`src/rtl/stat_sched_pkg.sv`:
```
package stat_sched_pkg;

   typedef enum logic [1:0] {
      SM_OFF    = 2'd0,
      SM_PULL   = 2'd1,
      SM_PUSH   = 2'd2,
      SM_SINGLE = 2'd3
   } sched_mode_e;

   localparam int unsigned MODE_MAX_CODE = 3;
   localparam int unsigned TYPE_MAX_CODE = 4;

endpackage

```
`src/rtl/stat_cfg_check.sv`:
```
module stat_cfg_check
   import stat_sched_pkg::*;
#(
   parameter int unsigned MODE_W = 4,
   parameter int unsigned TYPE_W = 4
) (
   input  logic [MODE_W-1:0] mode_i,
   input  logic [TYPE_W-1:0] type_i,
   output logic              ok_o,
   output sched_mode_e       mode_o
);

   localparam logic [MODE_W-1:0] MODE_TOP = MODE_W'(MODE_MAX_CODE);
   localparam logic [TYPE_W-1:0] TYPE_TOP = TYPE_W'(TYPE_MAX_CODE);

   generate
      if (MODE_W < 2) begin : g_mode_w_bad
         $error("stat_cfg_check: MODE_W must hold code 3");
      end
      if (TYPE_W < 3) begin : g_type_w_bad
         $error("stat_cfg_check: TYPE_W must hold code 4");
      end
   endgenerate

   logic mode_ok, type_ok;

   always_comb begin
      mode_ok = (mode_i != '0) && (mode_i <= MODE_TOP);
      type_ok = (type_i != '0) && (type_i <= TYPE_TOP);
      ok_o    = mode_ok && type_ok;
      mode_o  = mode_ok ? sched_mode_e'(mode_i[1:0]) : SM_OFF;
   end

endmodule

```
`src/rtl/stat_ivl_timer.sv`:
```
module stat_ivl_timer #(
   parameter int unsigned IVL_W = 16
) (
   input  logic             clk,
   input  logic             rst_n,
   input  logic             run_i,
   input  logic             tick_i,
   input  logic             restart_i,
   input  logic [IVL_W-1:0] ivl_i,
   output logic             expire_o
);

   generate
      if (IVL_W < 1) begin : g_ivl_w_bad
         $error("stat_ivl_timer: IVL_W must be at least 1");
      end
   endgenerate

   logic [IVL_W-1:0] cnt_q;

   assign expire_o = run_i && tick_i && (cnt_q == ivl_i - IVL_W'(1));

   always_ff @(posedge clk) begin
      if (!rst_n)
         cnt_q <= '0;
      else if (restart_i || !run_i)
         cnt_q <= '0;
      else if (tick_i)
         cnt_q <= cnt_q + IVL_W'(1);
   end


   cnt_bound_chk: assert property (@(posedge clk) disable iff (!rst_n)
      (run_i && $past(run_i) && $stable(ivl_i)) |-> (cnt_q < ivl_i));

endmodule

```
`src/rtl/stat_sched.sv`:
```
module stat_sched
   import stat_sched_pkg::*;
#(
   parameter int unsigned MODE_W = 4,
   parameter int unsigned TYPE_W = 4,
   parameter int unsigned CTX_W  = 16,
   parameter int unsigned IVL_W  = 16
) (
   input  logic              clk,
   input  logic              rst_n,
   input  logic              tick_en,
   input  logic              setup_valid,
   input  logic [MODE_W-1:0] setup_mode,
   input  logic [TYPE_W-1:0] setup_type,
   input  logic [IVL_W-1:0]  setup_ivl,
   input  logic [CTX_W-1:0]  setup_ctx,
   input  logic              get_req,
   input  logic              del_req,
   output logic              trig,
   output logic [CTX_W-1:0]  trig_ctx,
   output logic [TYPE_W-1:0] trig_type,
   output logic              armed,
   output logic              status_valid,
   output logic              status_err
);

   logic              cfg_ok;
   sched_mode_e       cfg_mode;
   sched_mode_e       mode_q;
   logic [TYPE_W-1:0] type_q;
   logic [CTX_W-1:0]  ctx_q;
   logic [IVL_W-1:0]  ivl_q;
   logic              armed_q;

   logic setup_ok, setup_bad, quiet, get_ok, get_bad;
   logic run_push, expire, per_fire, ss_fire, fire;

   stat_cfg_check #(.MODE_W(MODE_W), .TYPE_W(TYPE_W)) i_check (
      .mode_i (setup_mode),
      .type_i (setup_type),
      .ok_o   (cfg_ok),
      .mode_o (cfg_mode)
   );

   always_comb begin
      quiet     = !del_req && !setup_valid;
      setup_ok  = setup_valid && !del_req && cfg_ok;
      setup_bad = setup_valid && !del_req && !cfg_ok;
      get_ok    = get_req && quiet && armed_q;
      get_bad   = get_req && quiet && !armed_q;
      run_push  = armed_q && (mode_q == SM_PUSH) && (ivl_q != '0);
      per_fire  = expire && quiet;
      ss_fire   = armed_q && (mode_q == SM_SINGLE) && tick_en && quiet;
      fire      = get_ok || per_fire || ss_fire;
   end

   stat_ivl_timer #(.IVL_W(IVL_W)) i_timer (
      .clk       (clk),
      .rst_n     (rst_n),
      .run_i     (run_push),
      .tick_i    (tick_en),
      .restart_i (setup_ok || fire || expire),
      .ivl_i     (ivl_q),
      .expire_o  (expire)
   );

   always_ff @(posedge clk) begin
      if (!rst_n) begin
         armed_q <= 1'b0;
         mode_q  <= SM_OFF;
         type_q  <= '0;
         ctx_q   <= '0;
         ivl_q   <= '0;
      end else if (del_req) begin
         armed_q <= 1'b0;
      end else if (setup_ok) begin
         armed_q <= 1'b1;
         mode_q  <= cfg_mode;
         type_q  <= setup_type;
         ctx_q   <= setup_ctx;
         ivl_q   <= setup_ivl;
      end else if (fire && (mode_q == SM_SINGLE)) begin
         armed_q <= 1'b0;
      end
   end

   always_ff @(posedge clk) begin
      if (!rst_n) begin
         trig         <= 1'b0;
         trig_ctx     <= '0;
         trig_type    <= '0;
         status_valid <= 1'b0;
         status_err   <= 1'b0;
      end else begin
         trig         <= fire;
         if (fire) begin
            trig_ctx  <= ctx_q;
            trig_type <= type_q;
         end
         status_valid <= setup_valid || get_req || del_req;
         status_err   <= setup_bad || get_bad;
      end
   end

   assign armed = armed_q;


   bad_setup_keeps_chk: assert property (@(posedge clk) disable iff (!rst_n)
      (setup_valid && !del_req && !cfg_ok) |=> (status_err && (armed == $past(armed_q))));


   pull_no_auto_chk: assert property (@(posedge clk) disable iff (!rst_n)
      (armed_q && (mode_q == SM_PULL) && !get_req) |=> !trig);


   single_disarm_chk: assert property (@(posedge clk) disable iff (!rst_n)
      (trig && (mode_q == SM_SINGLE)) |-> !armed);


   unarmed_get_chk: assert property (@(posedge clk) disable iff (!rst_n)
      (get_req && !armed && !del_req && !setup_valid) |=> (status_err && !trig));


   delete_chk: assert property (@(posedge clk) disable iff (!rst_n)
      del_req |=> (!armed && !trig && !status_err));

endmodule

```
`config.mk`:
```
export PLATFORM = sky130hd
export DESIGN_NAME = stat_sched
export DESIGN_NICKNAME = d
export VERILOG_FILES = /design/src/rtl/stat_sched_pkg.sv /design/src/rtl/stat_cfg_check.sv /design/src/rtl/stat_ivl_timer.sv /design/src/rtl/stat_sched.sv
export SDC_FILE = /design/constraint.sdc
export NUM_CORES = 1
export LEC_CHECK = 0
export ABC_AREA = 1
export BUFFER_PORTS_ARGS = -buffer_cell sky130_fd_sc_hd__buf_4
export CAP_MARGIN = 20
export CORE_ASPECT_RATIO = 0.5
export CORE_MARGIN = 3
export CORE_UTILIZATION = 50
export DETAILED_ROUTE_END_ITERATION = 16
export PLACE_DENSITY = 0.72
export SETUP_SLACK_MARGIN = 0.15
export SLEW_MARGIN = 20
export SYNTH_ARGS = -nofsm -noshare
export SYNTH_HDL_FRONTEND = slang
export SYNTH_HIERARCHICAL = 1
export SYNTH_SLANG_ARGS = --single-unit
```
`constraint.sdc`:
```
create_clock -name clk -period 2.25 [get_ports clk]
set_input_delay 0 -clock clk [delete_from_list [all_inputs] [get_ports clk]]
set_output_delay 0 -clock clk [all_outputs]
set_load 0.01 [all_outputs]
```
==> results of run 1 <==
==> synthesized netlist by cell type, drive strengths merged <==
cell,instances
nand2,109
inv,83
dfxtp,78
a21oi,73
nor2,54
o21ai,48
nand3,41
buf,14
xnor2,9
clkbuf,7
nand4,7
nand3b,5
nor3,5
xor2,4
ha,2
a211oi,1
and3,1
o21ba,1
or2,1
xnor3,1
==> sequential cells by signal (all words and copies together) (netlist names), 2 cells and up <==
name and cells:
trig_type 4, type_q 4, trig_ctx 16, mode_q 2, ivl_q 16, ctx_q 16, i_timer/cnt_q 16
==> cells in the final DEF (no fill, tap or decap), types with 13 or more instances in the layout <==
cell and instances:
inv_2 13, nand2_1 107, nor2_1 39, dlygate4sd3_1 38, a21oi_1 72, buf_4 103
nand3_1 37, dfxtp_1 67, o21ai_0 33, inv_1 70
==> power by group through the flow <==
| stage | logic (mW) | clock network (mW) | registers [mW] |
|---|---|---|---|
| floorplan | 0.116 | 0 | 1.43 |
| global placement | 0.213 | 0 | 1.43 |
| detailed placement | 0.215 | 0 | 1.43 |
| CTS | 0.274 | 1.61 | 1.40 |
| global route | 0.308 | 1.67 | 1.39 |
| finish | 0.280 | 1.59 | 1.39 |
==> layer usage <==
| metal | global-route usage | vias to the layer above | wire length (um) |
|---|---|---|---|
| li1 | - | 2016 | - |
| met1 | 0.284 | 1752 | 4550 |
| met2 | 0.409 | 100 | 4940 |
| met3 | 0.0608 | 21 | 466 |
| met4 | 0.0838 | 0 | 184 |
| met5 | 0 | - | 0 |
==> per-stage QoR <==
stage | instances | cell area [um^2] | utilization
after floorplan | 544 | 3840 | -
after global routing | 775 | 5430 | 0.777
final | 775 | 5430 | 0.777
after CTS | 772 | 5370 | 0.768
after detailed placement | 706 | 4510 | 0.645
after global placement | 706 | 4510 | 0.645
==> kinds of logic after synthesis <==
kind of cell,Yosys count
AND/OR/NAND/NOR,223
AO/OA/AOI/OAI,123
buffers and inverters,104
adder cells (fa/ha/maj),2
flip-flops,78
XOR/XNOR,14
==> layout make-up <==
class,count,area [um^2],area share
timing repair buffer,144,1190,0.219
sequential,78,1590,0.292
clock buffer,10,239,0.0440
multi-input combinational,362,1890,0.349
inverter,83,312,0.0574
tap,92,115,0.0212
clock inverter,6,95.1,0.0175
==> final timing paths <==
check,end,slack (ns),cells past startpoint
setup reg to reg,i_timer/cnt_q[12]$_SDFFE_PP0P_,-0.17,22
hold / removal,ctx_q[5]$_SDFFE_PN0P_,0.01,3
hold reg to reg,type_q[2]$_SDFFE_PN0P_,0.44,2
setup / recovery,i_timer/cnt_q[12]$_SDFFE_PP0P_,-0.17,22
==> tightest hold or removal path, cell delays in order <==
cell and delay (ns):
buf_4 0.07, o21ai_0 0.10, a21oi_1 0.13
==> repair_timing <==
| item | CTS | global route |
|---|---|---|
| pin swaps | 8 | 11 |
| setup endpoints to repair | 38 | 38 |
| hold buffers | 38 | 0 |
| setup buffers | 12 | 3 |
| hold endpoints to repair | 38 | 0 |
| gates resized for setup | 23 | 16 |
==> impl_metrics.prom, run 1 <==
# TYPE chip_impl_metric gauge
chip_impl_metric{name="tightestPinTransition",unit="ns"} 0.759
chip_impl_metric{name="grt_start_max_net_pins",unit=""} 42
chip_impl_metric{name="intPower",unit="mW"} 2.55
chip_impl_metric{name="synth.cell_area",unit="um^2"} 3780
chip_impl_metric{name="gr-total-overflow",unit=""} 0
chip_impl_metric{name="final_antenna_net_count",unit=""} 0
chip_impl_metric{name="clock_path_buffers",unit=""} 2
chip_impl_metric{name="insertion_delay",unit="ns"} 0.34
chip_impl_metric{name="critical_path_peak_fanout",unit=""} 6
chip_impl_metric{name="placement.io_buffers",unit=""} 69
chip_impl_info{name="dominant_combinational_cell_family_by_area_after_synthesis",value="simple AND/OR/NAND/NOR gates"} 1
chip_impl_metric{name="vias",unit=""} 3889
chip_impl_metric{name="grt_pass1_vias",unit=""} 3558
chip_impl_metric{name="insertedDiodeCount",unit=""} 0
chip_impl_metric{name="drt-wirelength-per-cell",unit="um"} 13.1
chip_impl_metric{name="detail_route.first_pass.iterations",unit=""} 4
chip_impl_info{name="synth.top_cells.by_area",value="dfxtp_1 (41%), nand2_1 (11%), a21oi_1 (9.7%)"} 1
chip_impl_metric{name="clock.fmax",unit="GHz"} 0.414
chip_impl_metric{name="grtUsageTotal",unit=""} 0.234
chip_impl_metric{name="antenna_violations_before_repair",unit=""} 0
chip_impl_info{name="worstSetupEndpointType",value="flop"} 1
chip_impl_metric{name="drt_wl_total",unit="um"} 10100
chip_impl_metric{name="floorplan.die_area",unit="um^2"} 8700
chip_impl_metric{name="cts.sink_count",unit=""} 78
chip_impl_metric{name="pre_cts_slack",unit="ns"} -0.0756
chip_impl_metric{name="synth_adder_area_share",unit=""} 0.00662
chip_impl_metric{name="fillCellCount",unit=""} 515
chip_impl_info{name="ctsRootBufferMaster",value="clkbuf_16"} 1
chip_impl_info{name="worst_path_most_repeated_cell",value="nor2_1"} 1
chip_impl_metric{name="timing.final.crit_period",unit="ns"} 2.42
chip_impl_metric{name="swShare",unit=""} 0.219
chip_impl_metric{name="floorplan_row_count",unit=""} 21
chip_impl_metric{name="setup-tns-final",unit="ns"} -4.18
chip_impl_metric{name="vdd_ir_drop_max",unit="mV"} 0.521
chip_impl_info{name="violations",value="negative setup slack"} 1
chip_impl_info{name="worstHoldStart",value="setup_ctx[5]"} 1
chip_impl_info{name="path_class",value="reg -> reg"} 1
chip_impl_metric{name="yosys_register_bits",unit=""} 78
chip_impl_metric{name="critPathBufInv",unit=""} 3
chip_impl_metric{name="dp_hpwl",unit="um"} 6290
chip_impl_metric{name="arrival",unit="ns"} 2.64
chip_impl_metric{name="synthesis.instances",unit=""} 544
chip_impl_metric{name="worst_case_headroom_to_the_max_slew_limit",unit=""} 0.493
chip_impl_metric{name="die_width",unit="um"} 129
chip_impl_metric{name="setup_viol",unit=""} 37
chip_impl_metric{name="drt_first_iter_violations",unit=""} 180
chip_impl_metric{name="required_time_reported_for_the_critical_path_endpoint",unit="ns"} 2.48
chip_impl_metric{name="postLayoutSetupSlackWorst",unit="ns"} -0.165
chip_impl_metric{name="io-pin-count",unit=""} 70
chip_impl_metric{name="final_nets",unit=""} 726
chip_impl_metric{name="design.core.area",unit="um^2"} 6990
chip_impl_metric{name="synth-compound-area-share",unit=""} 0.165
chip_impl_metric{name="power.density_cell_area",unit="nW/um^2"} 600
chip_impl_metric{name="switching_power",unit="mW"} 0.714
chip_impl_metric{name="sequential_to_total_area_share_from_yosys_stat",unit=""} 0.413
chip_impl_metric{name="cap_violations",unit=""} 0
chip_impl_metric{name="syn2layout_area_growth",unit="%"} 43.6
chip_impl_metric{name="min_period_over_period",unit=""} 1.07
chip_impl_metric{name="slowest_delay",unit="ns"} 0.36
chip_impl_info{name="holdCritPathClass",value="in -> reg"} 1
chip_impl_metric{name="synth_xor_area_frac",unit=""} 0.0361
chip_impl_metric{name="initial_utilization",unit=""} 0.541
chip_impl_info{name="timing.critical_path.cells",value="inv_2 > nand4_1 > nor3_2 > a21oi_1 > nand2_1 > inv_2 > o21ai_2 > nor2_1 > nand2_1 > nor2_1 > nand2_1 > nor2_1 > nand3_1 > nor2_2 > a21oi_2 > nand2_2 > nand2_2 > nand3b_1 > nor2_4 > buf_6 > o21ai_1 > nor2_1"} 1
chip_impl_info{name="r2r_start",value="ivl_q[5]$_SDFFE_PN0P_"} 1
chip_impl_metric{name="grt_first_pass_wirelength",unit="um"} 16100
chip_impl_metric{name="syn-num-nets",unit=""} 592
chip_impl_info{name="grt_setup_unrepaired",value="true"} 1
chip_impl_info{name="cts_tree",value="yes"} 1
chip_impl_metric{name="place_congestion",unit=""} 0.858
chip_impl_metric{name="synth.yosys.warnings",unit=""} 6
chip_impl_metric{name="p_clk_frac",unit=""} 0.487
chip_impl_info{name="start_kind",value="flop"} 1
chip_impl_metric{name="htree_levels",unit=""} 3
chip_impl_metric{name="yosysUniqueCellTypes",unit=""} 31
chip_impl_metric{name="muxShareOfSynthArea",unit=""} 0
chip_impl_metric{name="final_max_slew_viol_count",unit=""} 0
chip_impl_info{name="path_delay_family",value="simple AND/OR/NAND/NOR gates"} 1
chip_impl_metric{name="synth_top_area_share",unit=""} 0.413
chip_impl_info{name="worstSetupStartpoint",value="ivl_q[5]$_SDFFE_PN0P_"} 1
chip_impl_info{name="yosysTopAreaCell",value="dfxtp_1"} 1
chip_impl_info{name="status",value="complete, but fails checks"} 1
chip_impl_metric{name="final.hold.worst_slack",unit="ns"} 0.0101
chip_impl_metric{name="syn-mean-instance-area",unit="um^2"} 6.95
chip_impl_metric{name="timing.final.hold_violations",unit=""} 0
chip_impl_metric{name="numCtsBuffers",unit=""} 9
chip_impl_metric{name="cts.clk_slew.worst_paths",unit="ns"} 0.06
chip_impl_metric{name="die-height",unit="um"} 67.5
chip_impl_metric{name="drive_above_1_share",unit=""} 0.265
chip_impl_metric{name="post_route_drc",unit=""} 0
chip_impl_metric{name="worst_clock_skew",unit="ns"} 0.00873
chip_impl_metric{name="power_frac_seq",unit=""} 0.427
chip_impl_metric{name="total_power",unit="mW"} 3.26
chip_impl_metric{name="cellLeakagePower",unit="nW"} 2.33
chip_impl_metric{name="share_comb_of_total_power",unit=""} 0.086
chip_impl_info{name="cpMaxStageDelayCell",value="dfxtp_4"} 1
chip_impl_metric{name="drt-vias-per-instance",unit=""} 5.02
chip_impl_metric{name="synth_simple_gate_area_frac",unit=""} 0.266
No activity file was read; power rests on OpenSTA's default activity.
==> run 2, diff against run 1 <==
==> constraint.sdc (replaced) <==
create_clock -name clk -period 2.25 [get_ports clk]
set_input_delay 0 -clock clk [delete_from_list [all_inputs] [get_ports clk]]
set_output_delay 0 -clock clk [all_outputs]
set_load 0.005 [all_outputs]
==> impl_metrics.prom, run 2 (same netlist as run 1, synthesis figures left out) <==
# TYPE chip_impl_metric gauge
chip_impl_metric{name="clock.fmax",unit="GHz"} 0.396
chip_impl_info{name="status",value="complete, but fails checks"} 1
chip_impl_metric{name="die-height",unit="um"} 67.5
chip_impl_metric{name="clock_path_buffers",unit=""} 2
chip_impl_info{name="path_class",value="reg -> reg"} 1
chip_impl_metric{name="grt_first_pass_wirelength",unit="um"} 17700
chip_impl_metric{name="initial_utilization",unit=""} 0.541
chip_impl_info{name="grt_setup_unrepaired",value="true"} 1
chip_impl_info{name="worstSetupEndpointType",value="flop"} 1
chip_impl_metric{name="vias",unit=""} 4141
chip_impl_metric{name="gr-total-overflow",unit=""} 0
chip_impl_metric{name="numCtsBuffers",unit=""} 9
chip_impl_metric{name="pre_cts_slack",unit="ns"} -0.0498
chip_impl_metric{name="postLayoutSetupSlackWorst",unit="ns"} -0.273
chip_impl_info{name="cts_tree",value="yes"} 1
chip_impl_info{name="layout.cells.most_common",value="buf_4"} 1
chip_impl_metric{name="place_congestion",unit=""} 0.861
chip_impl_metric{name="p_clk_frac",unit=""} 0.469
chip_impl_info{name="violations",value="negative setup slack"} 1
chip_impl_metric{name="grt_start_max_net_pins",unit=""} 44
chip_impl_metric{name="floorplan.die_area",unit="um^2"} 8700
chip_impl_info{name="ctsRootBufferMaster",value="clkbuf_16"} 1
chip_impl_metric{name="final_antenna_net_count",unit=""} 0
chip_impl_info{name="timing.critical_path.cells",value="nor2_1 > nand2_1 > nor2_4 > inv_1 > or2_0 > nand3_1 > nor2_1 > nand2_1 > nor2_2 > a21oi_2 > nand2_4 > nand2_2 > nand3b_1 > nor2_4 > buf_6 > nand2_2 > o21ba_4"} 1
chip_impl_metric{name="placement.io_buffers",unit=""} 69
chip_impl_metric{name="worst_clock_skew",unit="ns"} 0.00952
chip_impl_metric{name="cts.sink_count",unit=""} 78
chip_impl_metric{name="min_period_over_period",unit=""} 1.12
chip_impl_metric{name="floorplan_row_count",unit=""} 21
chip_impl_metric{name="swShare",unit=""} 0.228
chip_impl_info{name="final_cell_mix",value="buf_4 (111), nand2_1 (103), inv_1 (68)"} 1
chip_impl_metric{name="detail_route.first_pass.iterations",unit=""} 6
chip_impl_metric{name="syn2layout_area_growth",unit="%"} 51.1
chip_impl_metric{name="cellLeakagePower",unit="nW"} 2.47
chip_impl_metric{name="final_nets",unit=""} 752
chip_impl_metric{name="timing.final.crit_period",unit="ns"} 2.52
chip_impl_metric{name="post_route_drc",unit=""} 0
chip_impl_metric{name="dp_hpwl",unit="um"} 6500
chip_impl_metric{name="drive_above_1_share",unit=""} 0.296
chip_impl_metric{name="switching_power",unit="mW"} 0.733
chip_impl_metric{name="antenna_violations_before_repair",unit=""} 0
chip_impl_metric{name="finalInstanceArea",unit="um^2"} 5710
chip_impl_metric{name="placed_area",unit="um^2"} 4630
chip_impl_metric{name="final_max_slew_viol_count",unit=""} 0
chip_impl_info{name="holdCritPathClass",value="in -> reg"} 1
chip_impl_metric{name="grt_pass1_vias",unit=""} 3763
chip_impl_metric{name="io-pin-count",unit=""} 70
chip_impl_metric{name="tightestPinTransition",unit="ns"} 0.814
chip_impl_metric{name="slowest_delay",unit="ns"} 0.36
chip_impl_metric{name="setup_viol",unit=""} 38
chip_impl_metric{name="power_frac_seq",unit=""} 0.435
chip_impl_info{name="start_kind",value="flop"} 1
chip_impl_metric{name="insertion_delay",unit="ns"} 0.34
chip_impl_metric{name="worst_case_headroom_to_the_max_slew_limit",unit=""} 0.457
chip_impl_metric{name="intPower",unit="mW"} 2.48
chip_impl_metric{name="required_time_reported_for_the_critical_path_endpoint",unit="ns"} 2.53
chip_impl_metric{name="timing.final.hold_violations",unit=""} 0
chip_impl_metric{name="cts.clk_slew.worst_paths",unit="ns"} 0.06
chip_impl_metric{name="design.core.area",unit="um^2"} 6990
chip_impl_metric{name="arrival",unit="ns"} 2.80
chip_impl_metric{name="drt-wirelength-per-cell",unit="um"} 14.8
chip_impl_metric{name="cap_violations",unit=""} 0
chip_impl_metric{name="critical_path_peak_fanout",unit=""} 8
chip_impl_metric{name="htree_levels",unit=""} 3
chip_impl_metric{name="drt_first_iter_violations",unit=""} 276
chip_impl_metric{name="die_width",unit="um"} 129
chip_impl_metric{name="drt_wl_total",unit="um"} 11800
chip_impl_metric{name="insertedDiodeCount",unit=""} 0
chip_impl_metric{name="grtUsageTotal",unit=""} 0.258
chip_impl_info{name="cpMaxStageDelayCell",value="dfxtp_4"} 1
chip_impl_metric{name="power.density_cell_area",unit="nW/um^2"} 562
chip_impl_metric{name="drt-vias-per-instance",unit=""} 5.17
chip_impl_metric{name="share_comb_of_total_power",unit=""} 0.096
chip_impl_metric{name="vdd_ir_drop_max",unit="mV"} 0.395
-- run 2: cell types whose count changed in the layout (fill, tap and decap cells not counted), sizes merged --
cell,change
buf,+22
bufinv,-1
inv,+2
dlygate4sd3,+3
clkinv,-3
clkbuf,+3
-- run 2: power groups by stage --
stage          registers (mW)  clock network [mW]  logic, mW
3_5_place_dp             1.43                   0      0.219
6_report                 1.40                1.50      0.308
5_1_grt                  1.40                1.58      0.334
4_1_cts                  1.40                1.52      0.285
2_1_floorplan            1.43                   0      0.118
3_3_place_gp             1.43                   0      0.217
-- run 2: what timing repair did --
item                                   in CTS  in global routing
setup endpoints to repair                  38                 39
setup buffers                              17                  5
pin swaps                                  10                 15
cloned                                      0                  1
endpoints found under the hold margin      41                  0
hold buffers                               41                  0
resized for setup                          29                 31
-- run 2: per-stage QoR --
stage               total power [mW]  std cells  utilization  hold slack [ns]  setup TNS [ns]
floorplan                       1.55        544            -            0.147               0
global placement                1.65        721        0.663            0.267               0
detailed placement              1.65        721        0.663            0.277         -0.0766
CTS                             3.20        795        0.794           0.0212               0
global route                    3.31        801        0.817           0.0227          -10.32
finish                          3.21        801        0.817           0.0338           -6.17
-- run 2: final timing paths --
check / from / endpoint / slack [ns] / cells after the start
min: tick_en / i_timer/cnt_q[2]$_SDFFE_PP0P_ / 0.03 / 3
max: ivl_q[5]$_SDFFE_PN0P_ / i_timer/cnt_q[10]$_SDFFE_PP0P_ / -0.27 / 17
min reg2reg: ctx_q[5]$_SDFFE_PN0P_ / ctx_q[5]$_SDFFE_PN0P_ / 0.44 / 2
max reg2reg: ivl_q[5]$_SDFFE_PN0P_ / i_timer/cnt_q[10]$_SDFFE_PP0P_ / -0.27 / 17
-- run 2: layout make-up --
cell class	count	area, um^2
timing repair buffer	170	1470
sequential	78	1590
inverter	83	317
clock buffer	12	256
clock inverter	4	52.6
tap	92	115
fill	423	1280
multi-input combinational	362	1920
-- run 2: critical path: cells and delay by family (launching register included) --
family	cells	cell delay [ns]
flops	1	0.36
buf+inv	2	0.24
simple gates	13	1.50
compound gates	2	0.37
-- run 2: per-layer routing --
metal  track usage  wire [um]  vias up  share of wire
li1              -          -     2060              -
met1         0.326       5210     1894           0.44
met2         0.428       5640      157           0.48
met3        0.0695        682       30          0.058
met4        0.0969        292        0          0.025
met5             0          0        -              0
